### config.mk
export PLATFORM = sky130hd
export DESIGN_NAME = pingpong_dma_seq
export DESIGN_NICKNAME = d
export VERILOG_FILES = /design/src/rtl/pingpong_dma_seq_pkg.sv /design/src/rtl/pingpong_dma_seq_ctrl.sv /design/src/rtl/pingpong_dma_seq_dp.sv /design/src/rtl/pingpong_dma_seq.sv
export SDC_FILE = /design/constraint.sdc
export NUM_CORES = 1
export LEC_CHECK = 0
export ABC_AREA = 1
export BUFFER_PORTS_ARGS = -buffer_cell sky130_fd_sc_hd__buf_2
export CAP_MARGIN = 20
export CORE_ASPECT_RATIO = 0.6
export CORE_MARGIN = 4
export CORE_UTILIZATION = 25
export CTS_CLUSTER_DIAMETER = 100
export DETAILED_ROUTE_END_ITERATION = 12
export GPL_TIMING_DRIVEN = 0
export HOLD_SLACK_MARGIN = 0.15
export PLACE_DENSITY = 0.44
export SYNTH_ARGS = -nofsm -noshare
export SYNTH_HDL_FRONTEND = slang
export SYNTH_SLANG_ARGS = --single-unit
### constraint.sdc
create_clock -name clk -period 3.5 [get_ports clk]
set_clock_uncertainty 0.1 [all_clocks]
set_input_delay 0.7 -clock clk [delete_from_list [all_inputs] [get_ports clk]]
set_output_delay 0.7 -clock clk [all_outputs]
set_load 0.005 [all_outputs]
### src/rtl/pingpong_dma_seq_pkg.sv
package pingpong_dma_seq_pkg;

  localparam int REG_AW = 3;

  localparam logic [REG_AW-1:0] RA_CTRL   = 3'd0;
  localparam logic [REG_AW-1:0] RA_FLAGS  = 3'd1;
  localparam logic [REG_AW-1:0] RA_BASE1  = 3'd2;
  localparam logic [REG_AW-1:0] RA_BASE2  = 3'd3;
  localparam logic [REG_AW-1:0] RA_LENS   = 3'd4;
  localparam logic [REG_AW-1:0] RA_POS    = 3'd5;
  localparam logic [REG_AW-1:0] RA_OFFSET = 3'd6;
  localparam logic [REG_AW-1:0] RA_FORMAT = 3'd7;

  localparam int FMT_WIDE_BIT   = 4;
  localparam int FMT_STEREO_BIT = 5;

  // strobes from the control side to the datapath
  typedef struct packed {
    logic       advance;   // accepted step
    logic       wrap;      // step ends the active area
    logic       stayPut;   // wrap, but the other area is empty
    logic [2:0] stepBytes; // bytes per sample
  } seqStrobe_t;

endpackage

### src/rtl/pingpong_dma_seq_ctrl.sv
module pingpong_dma_seq_ctrl
  import pingpong_dma_seq_pkg::*;
#(
  parameter int DATA_W = 32
) (
  input  logic              clk,
  input  logic              rstN,
  input  logic              regWr,
  input  logic [REG_AW-1:0] regAddr,
  input  logic [DATA_W-1:0] regWrData,
  input  logic              stepReq,
  input  logic              endHit,
  input  logic              otherEmpty,
  input  logic              activeArea,
  output seqStrobe_t        strobes,
  output logic              runBit,
  output logic [1:0]        fmtBits,
  output logic [1:0]        doneFlags
);

  logic [1:0] setMask;
  logic [1:0] ackMask;
  logic [1:0] shiftAmt;

  assign shiftAmt = {1'b0, fmtBits[0]} + {1'b0, fmtBits[1]};

  always_comb begin
    strobes.advance   = stepReq && runBit;
    strobes.wrap      = strobes.advance && endHit;
    strobes.stayPut   = strobes.wrap && otherEmpty;
    strobes.stepBytes = 3'd1 << shiftAmt;
  end

  always_comb begin
    setMask = 2'b00;
    if (strobes.wrap) begin
      setMask[activeArea] = 1'b1;
      if (strobes.stayPut) setMask[~activeArea] = 1'b1;
    end
    ackMask = (regWr && regAddr == RA_FLAGS) ? regWrData[2:1] : 2'b00;
  end

  always_ff @(posedge clk) begin
    if (!rstN) begin
      runBit    <= 1'b0;
      fmtBits   <= 2'b01;
      doneFlags <= 2'b00;
    end else begin
      if (regWr && regAddr == RA_CTRL) runBit <= regWrData[0];
      if (regWr && regAddr == RA_FORMAT)
        fmtBits <= {regWrData[FMT_STEREO_BIT], regWrData[FMT_WIDE_BIT]};
      doneFlags <= (doneFlags & ~ackMask) | setMask;
    end
  end

endmodule

### src/rtl/pingpong_dma_seq_dp.sv
module pingpong_dma_seq_dp
  import pingpong_dma_seq_pkg::*;
#(
  parameter int DATA_W = 32,
  parameter int PTR_W  = 32,
  parameter int LEN_W  = 16
) (
  input  logic              clk,
  input  logic              rstN,
  input  logic              regWr,
  input  logic [REG_AW-1:0] regAddr,
  input  logic [DATA_W-1:0] regWrData,
  input  seqStrobe_t        strobes,
  output logic              endHit,
  output logic              otherEmpty,
  output logic              activeArea,
  output logic [PTR_W-1:0]  baseOut [2],
  output logic [LEN_W-1:0]  lenOut [2],
  output logic [PTR_W-1:0]  curAddr,
  output logic [LEN_W-1:0]  curOffset
);

  localparam int SUM_W = LEN_W + 1;

  logic [SUM_W-1:0] nextOff;

  genvar g;
  generate
    for (g = 0; g < 2; g++) begin : g_area
      logic [REG_AW-1:0] baseSel;
      assign baseSel = (g == 0) ? RA_BASE1 : RA_BASE2;
      always_ff @(posedge clk) begin
        if (!rstN) begin
          baseOut[g] <= '0;
          lenOut[g]  <= '0;
        end else if (regWr) begin
          if (regAddr == baseSel) baseOut[g] <= regWrData[PTR_W-1:0];
          if (regAddr == RA_LENS) lenOut[g] <= regWrData[g*LEN_W +: LEN_W];
        end
      end
    end
  endgenerate

  assign nextOff    = SUM_W'(curOffset) + SUM_W'(strobes.stepBytes);
  assign endHit     = nextOff >= SUM_W'(lenOut[activeArea]);
  assign otherEmpty = lenOut[~activeArea] == '0;
  assign curAddr    = baseOut[activeArea] + PTR_W'(curOffset);

  always_ff @(posedge clk) begin
    if (!rstN) begin
      curOffset  <= '0;
      activeArea <= 1'b0;
    end else if (strobes.wrap) begin
      curOffset <= '0;
      if (!strobes.stayPut) activeArea <= ~activeArea;
    end else if (strobes.advance) begin
      curOffset <= nextOff[LEN_W-1:0];
    end
  end

endmodule

### src/rtl/pingpong_dma_seq.sv
module pingpong_dma_seq
  import pingpong_dma_seq_pkg::*;
#(
  parameter int DATA_W = 32,
  parameter int PTR_W  = 32,
  parameter int LEN_W  = 16
) (
  input  logic              clk,
  input  logic              rstN,
  input  logic              regWr,
  input  logic [2:0]        regAddr,
  input  logic [31:0]       regWrData,
  input  logic [2:0]        regRdAddr,
  output logic [31:0]       regRdData,
  input  logic              stepReq,
  output logic [31:0]       curAddr,
  output logic [15:0]       curOffset,
  output logic              activeArea,
  output logic              irq
);

  seqStrobe_t       strobes;
  logic             endHit;
  logic             otherEmpty;
  logic             runBit;
  logic [1:0]       fmtBits;
  logic [1:0]       doneFlags;
  logic [PTR_W-1:0] baseOut [2];
  logic [LEN_W-1:0] lenOut [2];

  pingpong_dma_seq_ctrl #(.DATA_W(DATA_W)) u_ctrl (
    .clk(clk), .rstN(rstN), .regWr(regWr), .regAddr(regAddr),
    .regWrData(regWrData), .stepReq(stepReq), .endHit(endHit),
    .otherEmpty(otherEmpty), .activeArea(activeArea), .strobes(strobes),
    .runBit(runBit), .fmtBits(fmtBits), .doneFlags(doneFlags)
  );

  pingpong_dma_seq_dp #(.DATA_W(DATA_W), .PTR_W(PTR_W), .LEN_W(LEN_W)) u_dp (
    .clk(clk), .rstN(rstN), .regWr(regWr), .regAddr(regAddr),
    .regWrData(regWrData), .strobes(strobes), .endHit(endHit),
    .otherEmpty(otherEmpty), .activeArea(activeArea), .baseOut(baseOut),
    .lenOut(lenOut), .curAddr(curAddr), .curOffset(curOffset)
  );

  assign irq = |doneFlags;

  always_comb begin
    regRdData = '0;
    case (regRdAddr)
      RA_CTRL:   regRdData[0] = runBit;
      RA_FLAGS:  regRdData[2:1] = doneFlags;
      RA_BASE1:  regRdData = 32'(baseOut[0]);
      RA_BASE2:  regRdData = 32'(baseOut[1]);
      RA_LENS:   regRdData = {16'(lenOut[1]), 16'(lenOut[0])};
      RA_POS:    regRdData = 32'(curAddr);
      RA_OFFSET: regRdData = 32'(curOffset);
      RA_FORMAT: begin
        regRdData[FMT_WIDE_BIT]   = fmtBits[0];
        regRdData[FMT_STEREO_BIT] = fmtBits[1];
      end
      default:   regRdData = '0;
    endcase
  end

endmodule

# [Word level (Yosys, flattened, before mapping)]
# Index checks and enable logic that the tools add are counted.
[totals] out_inout_bits=82 register_bits=118
[classes] shifts=1 reduce_logical=17 n_bitwise=9 eq_ne=12 n_addsub=3 n_lt_le_gt_ge=7 mux=21
[op_table] operator="$pmux 26 s5" n=1
[op_table] operator="$mux 16" n=6
[op_table] operator="$mux 32" n=3
[op_table] operator="$add 32x16->32" n=1
[op_table] operator="$pmux 2 s6" n=2
[op_table] operator="$eq 3x3->1 const B" n=6
[op_table] operator="$add 16x3->17" n=1
[op_table] operator="$ge 17x16->1" n=1
[op_table] operator="$logic_not 16->1" n=1
[op_table] operator="$eq 3x2->1 const B" n=4
[op_table] operator="$logic_and 1x1->1" n=8
[op_table] operator="$reduce_and 2->1" n=4
[op_table] operator="$eq 3x1->1 const B" n=2
[op_table] operator="$logic_not 3->1" n=2
[op_table] operator="$mux 2" n=3
[op_table] operator="$pmux 1 s6" n=1
[op_table] operator="$pmux 1 s5" n=1
[op_table] operator="$ge 2x2->1 const B" n=2
[op_table] operator="$lt 1x2->1 const B" n=2
[op_table] operator="$not 1->2" n=2
[op_table] operator="$or 2x2->2" n=2
[op_table] operator="$reduce_or 2->1" n=2
[op_table] operator="$not 1->1" n=3
[op_table] operator="$shl 1x2->3 const A" n=1
[op_table] operator="other kinds (6)" n=9

# [Longest topological paths before layout]
# Gate-level depths: netlist of run 1.
[depth] word_depth=10 depth_mapped=26 mapped_depth_nobuf=26

# [Modules after synthesis]
# From an unflattened synthesis of run 1, not the netlist that was laid out.
[hier_totals] hier_cells=1466 area_unflattened_um2=8858.5
[modules_own_cells] mod="pingpong_dma_seq_dp" area_per_inst_um2=7058.0 seq_area_each_um2=2262.2 n_inst=1 cells_per_inst=1142
[modules_own_cells] mod="pingpong_dma_seq" area_per_inst_um2=1503.9 seq_area_each_um2=0.0 n_inst=1 cells_per_inst=285
[modules_own_cells] mod="pingpong_dma_seq_ctrl" area_per_inst_um2=296.5 seq_area_each_um2=100.1 n_inst=1 cells_per_inst=39

# [Worst setup path after synthesis of run 1]
# Ideal clock, no wire load.
[synth_timing] path_type="reg-to-output" startpoint="register u_dp.activeArea" endpoint="output regRdData[26]" t_arrival_ns=2.828 path_buffers=3 required_ns=2.700 setup_slack_ns=-0.128 path_stages_with_launch=20 path_cell_list="dfxtp_1 > buf_6 > buf_4 > clkbuf_1 > nand2_1 > o21ai_0 > ha_1 > inv_1 > fa_1 > inv_1 > nand3_1 > nand2_1 > a21oi_1 > o21ai_0 > nand2_1 > nand2_1 > nand3_1 > xor2_1 > nand2_1 > nand2_1"
[synth_via] elab_chain_cells=6
[synth_rtl] item="from (decl)" line="pingpong_dma_seq_dp.sv:16" text="output logic activeArea,"
[synth_rtl] item="from (signal assigned)" line="pingpong_dma_seq_dp.sv:55" text="if (!strobes.stayPut) activeArea <= ~activeArea;"
[synth_rtl] item="$not 1->2 (not written as such)" line="pingpong_dma_seq_dp.sv:47" text="assign curAddr = baseOut[activeArea] + PTR_W'(curOffset);"
[synth_rtl] item="$mux 32 (not written as such) (3 in a row)" line="pingpong_dma_seq_dp.sv:47"
[synth_rtl] item="$add 32x16->32" line="pingpong_dma_seq_dp.sv:47"
[synth_rtl] item="named net curAddr[26]" line="pingpong_dma_seq.sv:16" text="output logic [31:0] curAddr,"
[synth_rtl] item="$pmux 26 s5" line="pingpong_dma_seq.sv:49" text="case (regRdAddr)"
[synth_rtl] item="to (decl)" line="pingpong_dma_seq.sv:14" text="output logic [31:0] regRdData,"
# The timed path passes the listed nets, and every way through them passes these cells. The select of a mux whose other input is x is not followed.

# [Worst setup path after layout of run 1]
[layout_timing] startpoint="register u_dp.activeArea" endpoint="output regRdData[18]"
[layout_via] elab_chain_cells=6
[layout_rtl] item="$not 1->2 (not written as such)" line="pingpong_dma_seq_dp.sv:47"
[layout_rtl] item="$mux 32 (not written as such) (3 in a row)" line="pingpong_dma_seq_dp.sv:47"
[layout_rtl] item="$add 32x16->32" line="pingpong_dma_seq_dp.sv:47"
[layout_rtl] item="$pmux 26 s5" line="pingpong_dma_seq.sv:49"
# No other way between the ends. The select of a mux whose other input is x is not followed.

==> results.py, run 1 <==
metrics = {
    "pwr": {
        "pwr_density_cell_nw_per_um2": 357,
        "total_leakage_power_nw": 4.96,
        "worst_ir_drop_vdd_uv": 258,
    },
    "final_layout": {
        "final_cells": 1848,
        "fillCellCount": 3383,
        "finalInstanceArea_um2": 11100,
        "layout.core_utilization_pct": 35.8,
        "layout-drive-gt1-share_pct": 28.3,
        "final_nets": 1501,
        "syn_to_final_growth_pct": 40.8,
    },
    "yosys": {
        "syn_avg_cell_area_um2": 6.47,
        "synth.ff_latch_count": 118,
        "asyncSetResetFlopFracSynth_pct": 0,
        "syn-instance-count": 1223,
        "yosys-top-cells-area": "sky130_fd_sc_hd__dfxtp_1 30%, sky130_fd_sc_hd__nand2_1 12%, sky130_fd_sc_hd__o21ai_0 9.6%",
        "synthDominantAreaCellType": "sky130_fd_sc_hd__dfxtp_1",
        "synth_commonest_cells": "246 x sky130_fd_sc_hd__nand2_1, 173 x sky130_fd_sc_hd__nor2_1, 152 x sky130_fd_sc_hd__o21ai_0",
        "synth_nets": 1304,
        "syn-cell-area_um2": 7910,
        "yosysWarningCount": 0,
        "ys_dominant_reg_cell": "sky130_fd_sc_hd__dfxtp_1",
        "number_of_synthesized_flops_with_an_enable_pin": 0,
        "yosysUniqueCellTypes": 48,
        "synth_seq_area_share_pct": 29.9,
        "synth.most_common_cell": "sky130_fd_sc_hd__nand2_1",
        "post-synth-top-area-fraction_pct": 29.9,
    },
    "floorplan": {
        "num_io_pins": 124,
        "die_w_um": 238,
        "row_count": 50,
        "design.die.area_um2": 34600,
        "design.core.area_um2": 31200,
        "initial_utilization_pct": 25.4,
        "die_height_um": 146,
    },
    "timing": {
        "fin_crit_sh_pct": 116,
        "final-hold-violation-count": 0,
        "setup_total_negative_slack_ns": -19.14,
        "clock_period_minus_worst_slack_ns": 4.06,
        "final_max_slew_viol_count": 0,
        "setup_viol": 72,
        "final.setup.worst_slack_ns": -0.556,
        "worst_slew_pin_slew_ns": 1.01,
        "grt_setup_unrepaired": "yes",
        "worst_slew_margin_rel_pct": 32.5,
        "fmaxAchievable_ghz": 0.247,
    },
    "global_route": {
        "global_route_wire_length_before_repair_um": 56800,
        "gr-max-usage-layer": "met1",
        "grt_pass1_vias": 8601,
        "pin_count_of_the_biggest_net_entering_global_routing": 17,
        "initial_antenna_violation_count": 0,
        "met3_usage_pct": 7.27,
        "grt_use_total_pct": 22.2,
        "met2_usage_pct": 29.5,
        "grt_util_met1_pct": 34.4,
        "grt_overflow": 0,
    },
    "clock_tree": {
        "clockBufferDepth": 2,
        "cts_max_level": 4,
        "cts.sink_count": 118,
        "clk_transition_reported_paths_ns": 0.06,
        "ctsRootBufferMaster": "sky130_fd_sc_hd__clkbuf_16",
        "cts_buffers": 17,
        "clock_insertion_delay_worst_skew_ns": 0.43,
        "tritoncts": "built",
    },
    "place": {
        "detailed_place.area_um2": 9040,
        "place_inst": 1760,
        "detailed_place_hpwl_um": 31500,
        "io_buffer_count": 121,
        "place.gp.congestion": 0.922,
        "preCtsSetupSlack_ns": -1.12,
    },
    "drt": {
        "antenna_left": 0,
        "detail_route.wirelength_um": 40300,
        "route.vias.total": 9303,
        "detail_route.vias_per_cell": 5.03,
        "drc_errors": 0,
        "post_drt_wl_per_cell_um": 21.8,
        "detailedRoute.firstIterationViolations": 980,
        "firstDrtPassIters": 6,
    },
    "setup_path": {
        "crit_path_max_fanout": 10,
        "criticalPathCategory": "reg -> out",
        "sort_of_element_at_the_start_of_the_critical_path": "flip-flop",
        "worst_setup_path_end_kind": "output pin",
        "critPathArrivalTime_ns": 3.26,
        "worst_ep_required_time_ns": 2.70,
    },
    "hold_path": {
        "hold_path_class": "reg -> reg",
    },
    "status": {
        "outcome": "finished with violations",
        "failed_checks": "setup timing",
    },
    "flow_run": {
        "max-cap-violations": 0,
    },
}
==> power breakdown <==
part,switching [W],internal [W]
logic,0.000443,0.000254
clock network,0.000669,0.00118
registers,0.0000418,0.00139
total,0.00115,0.00282
==> layout by cell type (no fill, tap or decap), types with 13 or more instances in the layout <==
master                        n
sky130_fd_sc_hd__a21oi_1     74
sky130_fd_sc_hd__a221oi_1    23
sky130_fd_sc_hd__buf_2      123
sky130_fd_sc_hd__buf_4       47
sky130_fd_sc_hd__clkbuf_1    39
sky130_fd_sc_hd__clkbuf_16   21
sky130_fd_sc_hd__dfxtp_1    114
sky130_fd_sc_hd__ha_1        21
sky130_fd_sc_hd__ha_4        13
sky130_fd_sc_hd__inv_1      121
sky130_fd_sc_hd__inv_2       15
sky130_fd_sc_hd__nand2_1    211
sky130_fd_sc_hd__nand2_2     30
sky130_fd_sc_hd__nand3_1     30
sky130_fd_sc_hd__nand4_1     14
sky130_fd_sc_hd__nor2_1     157
sky130_fd_sc_hd__nor2_2      18
sky130_fd_sc_hd__nor3_1      14
sky130_fd_sc_hd__o21ai_0    132
sky130_fd_sc_hd__o21ai_1     15
==> flip-flops by register name, indices dropped and copies added, names as in the netlist <==
register	count
u_dp.lenOut	32
u_ctrl.doneFlags	2
u_ctrl.fmtBits	2
u_dp.activeArea	1
u_ctrl.runBit	1
u_dp.baseOut	64
u_dp.curOffset	16
==> layout make-up <==
| class | count | area [um^2] | share of cell area (%) |
|---|---|---|---|
| antenna | 1 | 2.50 | 0.0225 |
| timing repair buffer | 179 | 1120 | 10.1 |
| sequential | 118 | 2370 | 21.3 |
| clock inverter | 9 | 125 | 1.12 |
| inverter | 141 | 537 | 4.82 |
| tap | 416 | 520 | 4.67 |
| clock buffer | 21 | 480 | 4.31 |
| buffer | 53 | 324 | 2.91 |
| multi-input combinational | 910 | 5660 | 50.8 |
==> logic make-up after synthesis <==
| kind of cell | after synthesis | share of synthesized area, % |
|---|---|---|
| AOI/OAI and AO/OA | 306 | 21.7 |
| DFF | 118 | 29.9 |
| buffers and inverters | 195 | 9.68 |
| xor gates and xnor gates | 32 | 3.64 |
| adders and majority gates | 39 | 6.36 |
| and+or+nand+nor | 533 | 28.8 |
==> metal layers <==
metal | routed length, um | vias up
li1 | - | 4444
met4 | 544 | 0
met1 | 20400 | 4412
met5 | 0 | -
met2 | 15400 | 407
met3 | 4030 | 40
==> worst max-delay path, cell delays in order, from the launching register on <==
cell and delay, ns:
sky130_fd_sc_hd__dfxtp_4 0.37, sky130_fd_sc_hd__buf_12 0.14, sky130_fd_sc_hd__clkbuf_4 0.23, sky130_fd_sc_hd__o21ai_4 0.32, sky130_fd_sc_hd__ha_4 0.28, sky130_fd_sc_hd__a21oi_1 0.17, sky130_fd_sc_hd__a21boi_2 0.22, sky130_fd_sc_hd__buf_4 0.13
sky130_fd_sc_hd__o21ai_2 0.05, sky130_fd_sc_hd__nand2_1 0.08, sky130_fd_sc_hd__nand2_2 0.10, sky130_fd_sc_hd__xor2_4 0.18, sky130_fd_sc_hd__nand2_2 0.13, sky130_fd_sc_hd__nand4_1 0.23, sky130_fd_sc_hd__buf_2 0.20
==> final timing paths <==
path / depth (start not counted) / slack, ns / endpoint / from
setup / recovery: 14 / -0.56 / regRdData[18] / u_dp.activeArea
hold / removal: 2 / 0.37 / u_dp.baseOut[23] / u_dp.baseOut[23]
setup reg to reg: 25 / -0.19 / u_dp.curOffset[3] / u_ctrl.fmtBits[1]
hold reg to reg: 2 / 0.37 / u_dp.baseOut[23] / u_dp.baseOut[23]
==> stage by stage <==
stage / hold WS (ns) / total power, W
2_1_floorplan: 0.339 / 0.00175
3_3_place_gp: 0.354 / 0.00200
3_5_place_dp: 0.357 / 0.00200
4_1_cts: 0.370 / 0.00389
5_1_grt: 0.396 / 0.00412
6_report: 0.370 / 0.00398
==> what timing repair did <==
action / 4_1_cts / 5_1_grt
hold buffers: 0 / 0
hold endpoints to repair: 0 / 0
resized for setup: 136 / 103
setup buffers: 25 / 32
setup endpoints to repair: 82 / 76
cloned: 0 / 1
pin swaps: 18 / 46
Power figures use the tool's default switching activity.
==> inputs of run 2 (changes only) <==
--- a/config.mk
+++ b/config.mk
@@ -10,12 +10,12 @@
 export CAP_MARGIN = 20
 export CORE_ASPECT_RATIO = 0.6
 export CORE_MARGIN = 4
-export CORE_UTILIZATION = 25
+export CORE_UTILIZATION = 40
 export CTS_CLUSTER_DIAMETER = 100
 export DETAILED_ROUTE_END_ITERATION = 12
 export GPL_TIMING_DRIVEN = 0
 export HOLD_SLACK_MARGIN = 0.15
-export PLACE_DENSITY = 0.44
+export PLACE_DENSITY = 0.63
 export SYNTH_ARGS = -nofsm -noshare
 export SYNTH_HDL_FRONTEND = slang
 export SYNTH_SLANG_ARGS = --single-unit
==> run 2 against run 1 <==
Maximum frequency decreased by 1.6%. Hold slack improved by 0.0065 ns. Count of clock-buffer cells in the layout decreased by 3. Highest routed layer unchanged. Critical endpoint is now regRdData[13]. Combinational power decreased by 5.5%. The flow still finishes with violations (setup timing).
==> results.py, run 2 (synthesized netlist as in run 1, its figures left out) <==
metrics = {
    "final_layout": {
        "largest_register_ff_count": 64,
        "final_nets": 1496,
        "largest-register": "u_dp.baseOut",
        "layout.core_utilization_pct": 55.5,
        "syn_to_final_growth_pct": 34.8,
        "fillCellCount": 1944,
        "sequential_cell_area_um2": 2370,
        "finalInstanceArea_um2": 10700,
        "combined_area_of_the_multi_input_logic_cells_um2": 5450,
        "layout-drive-gt1-share_pct": 26.1,
        "layout.cells.most_common_list": "216 x sky130_fd_sc_hd__nand2_1, 167 x sky130_fd_sc_hd__nor2_1, 137 x sky130_fd_sc_hd__o21ai_0, 124 x sky130_fd_sc_hd__inv_1, 121 x sky130_fd_sc_hd__buf_2",
        "biggestRegsByFlops": "u_dp.baseOut x64, u_dp.lenOut x32, u_dp.curOffset x16",
        "layout_commonest_cell": "sky130_fd_sc_hd__nand2_1",
        "antenna_cells_inserted": 0,
    },
    "pwr": {
        "power.share.sequential_pct": 36.9,
        "clock_power_share_pct": 46.1,
        "power_switching_share_pct": 30.2,
        "comb_power_share_pct": 17.0,
        "pwr_density_cell_nw_per_um2": 362,
        "power_switching_w": 0.00117,
        "total_leakage_power_nw": 4.87,
        "worst_ir_drop_vdd_uv": 367,
        "cellInternalPower_w": 0.00270,
    },
    "global_route": {
        "grt_use_total_pct": 32.2,
        "pin_count_of_the_biggest_net_entering_global_routing": 17,
        "grt_pass1_vias": 8419,
        "global_route_wire_length_before_repair_um": 52700,
        "grt_overflow": 0,
        "initial_antenna_violation_count": 0,
    },
    "flow_run": {
        "max-cap-violations": 0,
    },
    "place": {
        "detailed_place_hpwl_um": 28400,
        "place.gp.congestion": 1.02,
        "io_buffer_count": 121,
        "detailed_place.area_um2": 8850,
        "preCtsSetupSlack_ns": -0.890,
    },
    "floorplan": {
        "row_count": 39,
        "design.core.area_um2": 19200,
        "initial_utilization_pct": 41.1,
        "die_w_um": 190,
        "die_height_um": 117,
        "num_io_pins": 124,
        "design.die.area_um2": 22200,
    },
    "clock_tree": {
        "hold_bufs_at_cts": 0,
        "cts_max_level": 4,
        "tritoncts": "built",
        "clock_insertion_delay_worst_skew_ns": 0.44,
        "ctsRootBufferMaster": "sky130_fd_sc_hd__clkbuf_16",
        "clk_transition_reported_paths_ns": 0.06,
        "cts_buffers": 17,
        "cts.sink_count": 118,
        "clockBufferDepth": 2,
    },
    "drt": {
        "post_drt_wl_per_cell_um": 21.7,
        "antenna_left": 0,
        "detailedRoute.firstIterationViolations": 1293,
        "detail_route.wirelength_um": 36800,
        "drc_errors": 0,
        "firstDrtPassIters": 5,
        "route.vias.total": 9494,
        "detail_route.vias_per_cell": 5.60,
    },
    "setup_path": {
        "sort_of_element_at_the_start_of_the_critical_path": "flip-flop",
        "worstPathCellList": "buf_6, buf_8, clkbuf_16, o21ai_1, ha_2, o21ai_4, o21bai_4, nand2_1, nand2_1, nand2_1, nand2_2, buf_4, xor2_4, nand2_1, o211ai_1, buf_2",
        "critical_path.n_buffers_inverters": 5,
        "cp_max_stage_cell": "sky130_fd_sc_hd__ha_2",
        "worst_setup_path_end_kind": "output pin",
        "worst_path_most_repeated_cell": "sky130_fd_sc_hd__nand2_1",
        "worst_path_dominant_cell_family": "compound AO/OA/AOI/OAI gates",
        "criticalPathCategory": "reg -> out",
        "r2r_start": "u_ctrl.fmtBits[0]",
        "worst_ep_required_time_ns": 2.70,
        "timing.critical_path.slowest_cell_delay_ns": 0.37,
        "r2r.worst_path.cells": 25,
        "critPathArrivalTime_ns": 3.32,
        "crit_path_max_fanout": 7,
        "reg_to_reg_end": "u_dp.curOffset[0]",
        "regToRegSetupSlack_ns": -0.21,
    },
    "timing": {
        "worst_slew_margin_rel_pct": 34.5,
        "final-hold-violation-count": 0,
        "setup_total_negative_slack_ns": -24.16,
        "final.setup.worst_slack_ns": -0.621,
        "grt_setup_unrepaired": "yes",
        "fmaxAchievable_ghz": 0.243,
        "clock_period_minus_worst_slack_ns": 4.12,
        "final.hold.worst_slack_ns": 0.376,
        "final_max_slew_viol_count": 0,
        "fin_crit_sh_pct": 118,
        "setup_viol": 74,
        "worst_slew_pin_slew_ns": 0.982,
    },
    "hold_path": {
        "hold_path_class": "reg -> reg",
        "min_delay_path_depth": 2,
        "hold_path.startpoint": "u_dp.baseOut[29]",
        "timing.hold.worst_endpoint": "u_dp.baseOut[29]",
    },
    "status": {
        "failed_checks": "setup timing",
        "outcome": "finished with violations",
    },
}
==> run 2: changes by cell type in the layout (fill, tap and decap cells not counted), sizes merged <==
cell / previous run / this run
clkinvlp: 2 / 5
bufinv: 3 / 2
diode: 1 / 0
clkbuf: 66 / 62
buf: 187 / 182
inv: 138 / 142
clkinv: 7 / 6
bufbuf: 0 / 1
==> run 2: timing repair <==
item,in CTS,in global routing
setup endpoints to repair,81,76
gates cloned,2,0
setup buffers,28,22
pin swaps,22,35
resized for setup,104,85
==> run 2: worst max-delay path by stage <==
stage,start,end,cells after the start
2_1_floorplan,u_dp.activeArea,regRdData[26],19
3_3_place_gp,u_dp.activeArea,regRdData[18],19
3_5_place_dp,u_dp.activeArea,regRdData[18],19
4_1_cts,u_dp.activeArea,regRdData[26],20
5_1_grt,u_dp.activeArea,regRdData[13],20
6_report,u_dp.activeArea,regRdData[13],16
==> run 2: worst reg2reg max path, cell delays in order (launching register included) <==
cell	delay, ns
sky130_fd_sc_hd__dfxtp_1	0.32
sky130_fd_sc_hd__inv_2	0.08
sky130_fd_sc_hd__ha_4	0.13
sky130_fd_sc_hd__ha_1	0.18
sky130_fd_sc_hd__inv_1	0.07
sky130_fd_sc_hd__fa_2	0.39
sky130_fd_sc_hd__o22ai_4	0.22
sky130_fd_sc_hd__nand2_1	0.10
sky130_fd_sc_hd__nor2_2	0.10
sky130_fd_sc_hd__nand2_1	0.09
sky130_fd_sc_hd__nor2_1	0.14
sky130_fd_sc_hd__xor2_1	0.19
sky130_fd_sc_hd__inv_2	0.08
sky130_fd_sc_hd__ha_4	0.26
sky130_fd_sc_hd__nand2_1	0.05
sky130_fd_sc_hd__inv_1	0.07
sky130_fd_sc_hd__nand3_1	0.08
sky130_fd_sc_hd__nor3_2	0.10
sky130_fd_sc_hd__nand4_1	0.09
sky130_fd_sc_hd__nand2_1	0.08
sky130_fd_sc_hd__nor2_1	0.04
sky130_fd_sc_hd__nand2_1	0.10
sky130_fd_sc_hd__nand2_2	0.09
sky130_fd_sc_hd__nand2_4	0.12
sky130_fd_sc_hd__bufbuf_16	0.29
sky130_fd_sc_hd__nor2_1	0.04
==> run 2: final cells by class <==
class	count	share of cell area [%]
tap	266	3.12
buffer	54	3.00
sequential	118	22.2
timing repair buffer	173	10.1
multi-input combinational	910	51.1
clock inverter	14	1.38
inverter	141	4.99
clock buffer	18	4.12
==> run 2: per-layer routing <==
metal,vias up,wire (um),track usage [%]
li1,4433,-,-
met1,4482,17100,49.0
met2,546,13900,42.1
met3,33,5350,12.8
met4,0,410,6.74
met5,-,0,0
==> run 2: metrics by stage <==
stage / power [W] / cells
2_1_floorplan: 0.00175 / 1223
3_3_place_gp: 0.00198 / 1610
3_5_place_dp: 0.00199 / 1610
4_1_cts: 0.00380 / 1672
5_1_grt: 0.00396 / 1694
6_report: 0.00386 / 1694
==> run 2: power by group through the flow <==
stage	sequential, W	combinational [W]	clock [W]
global route	0.00143	0.000707	0.00183
floorplan	0.00144	0.000313	0
CTS	0.00142	0.000599	0.00177
global placement	0.00145	0.000531	0
finish	0.00143	0.000658	0.00178
detailed placement	0.00145	0.000537	0
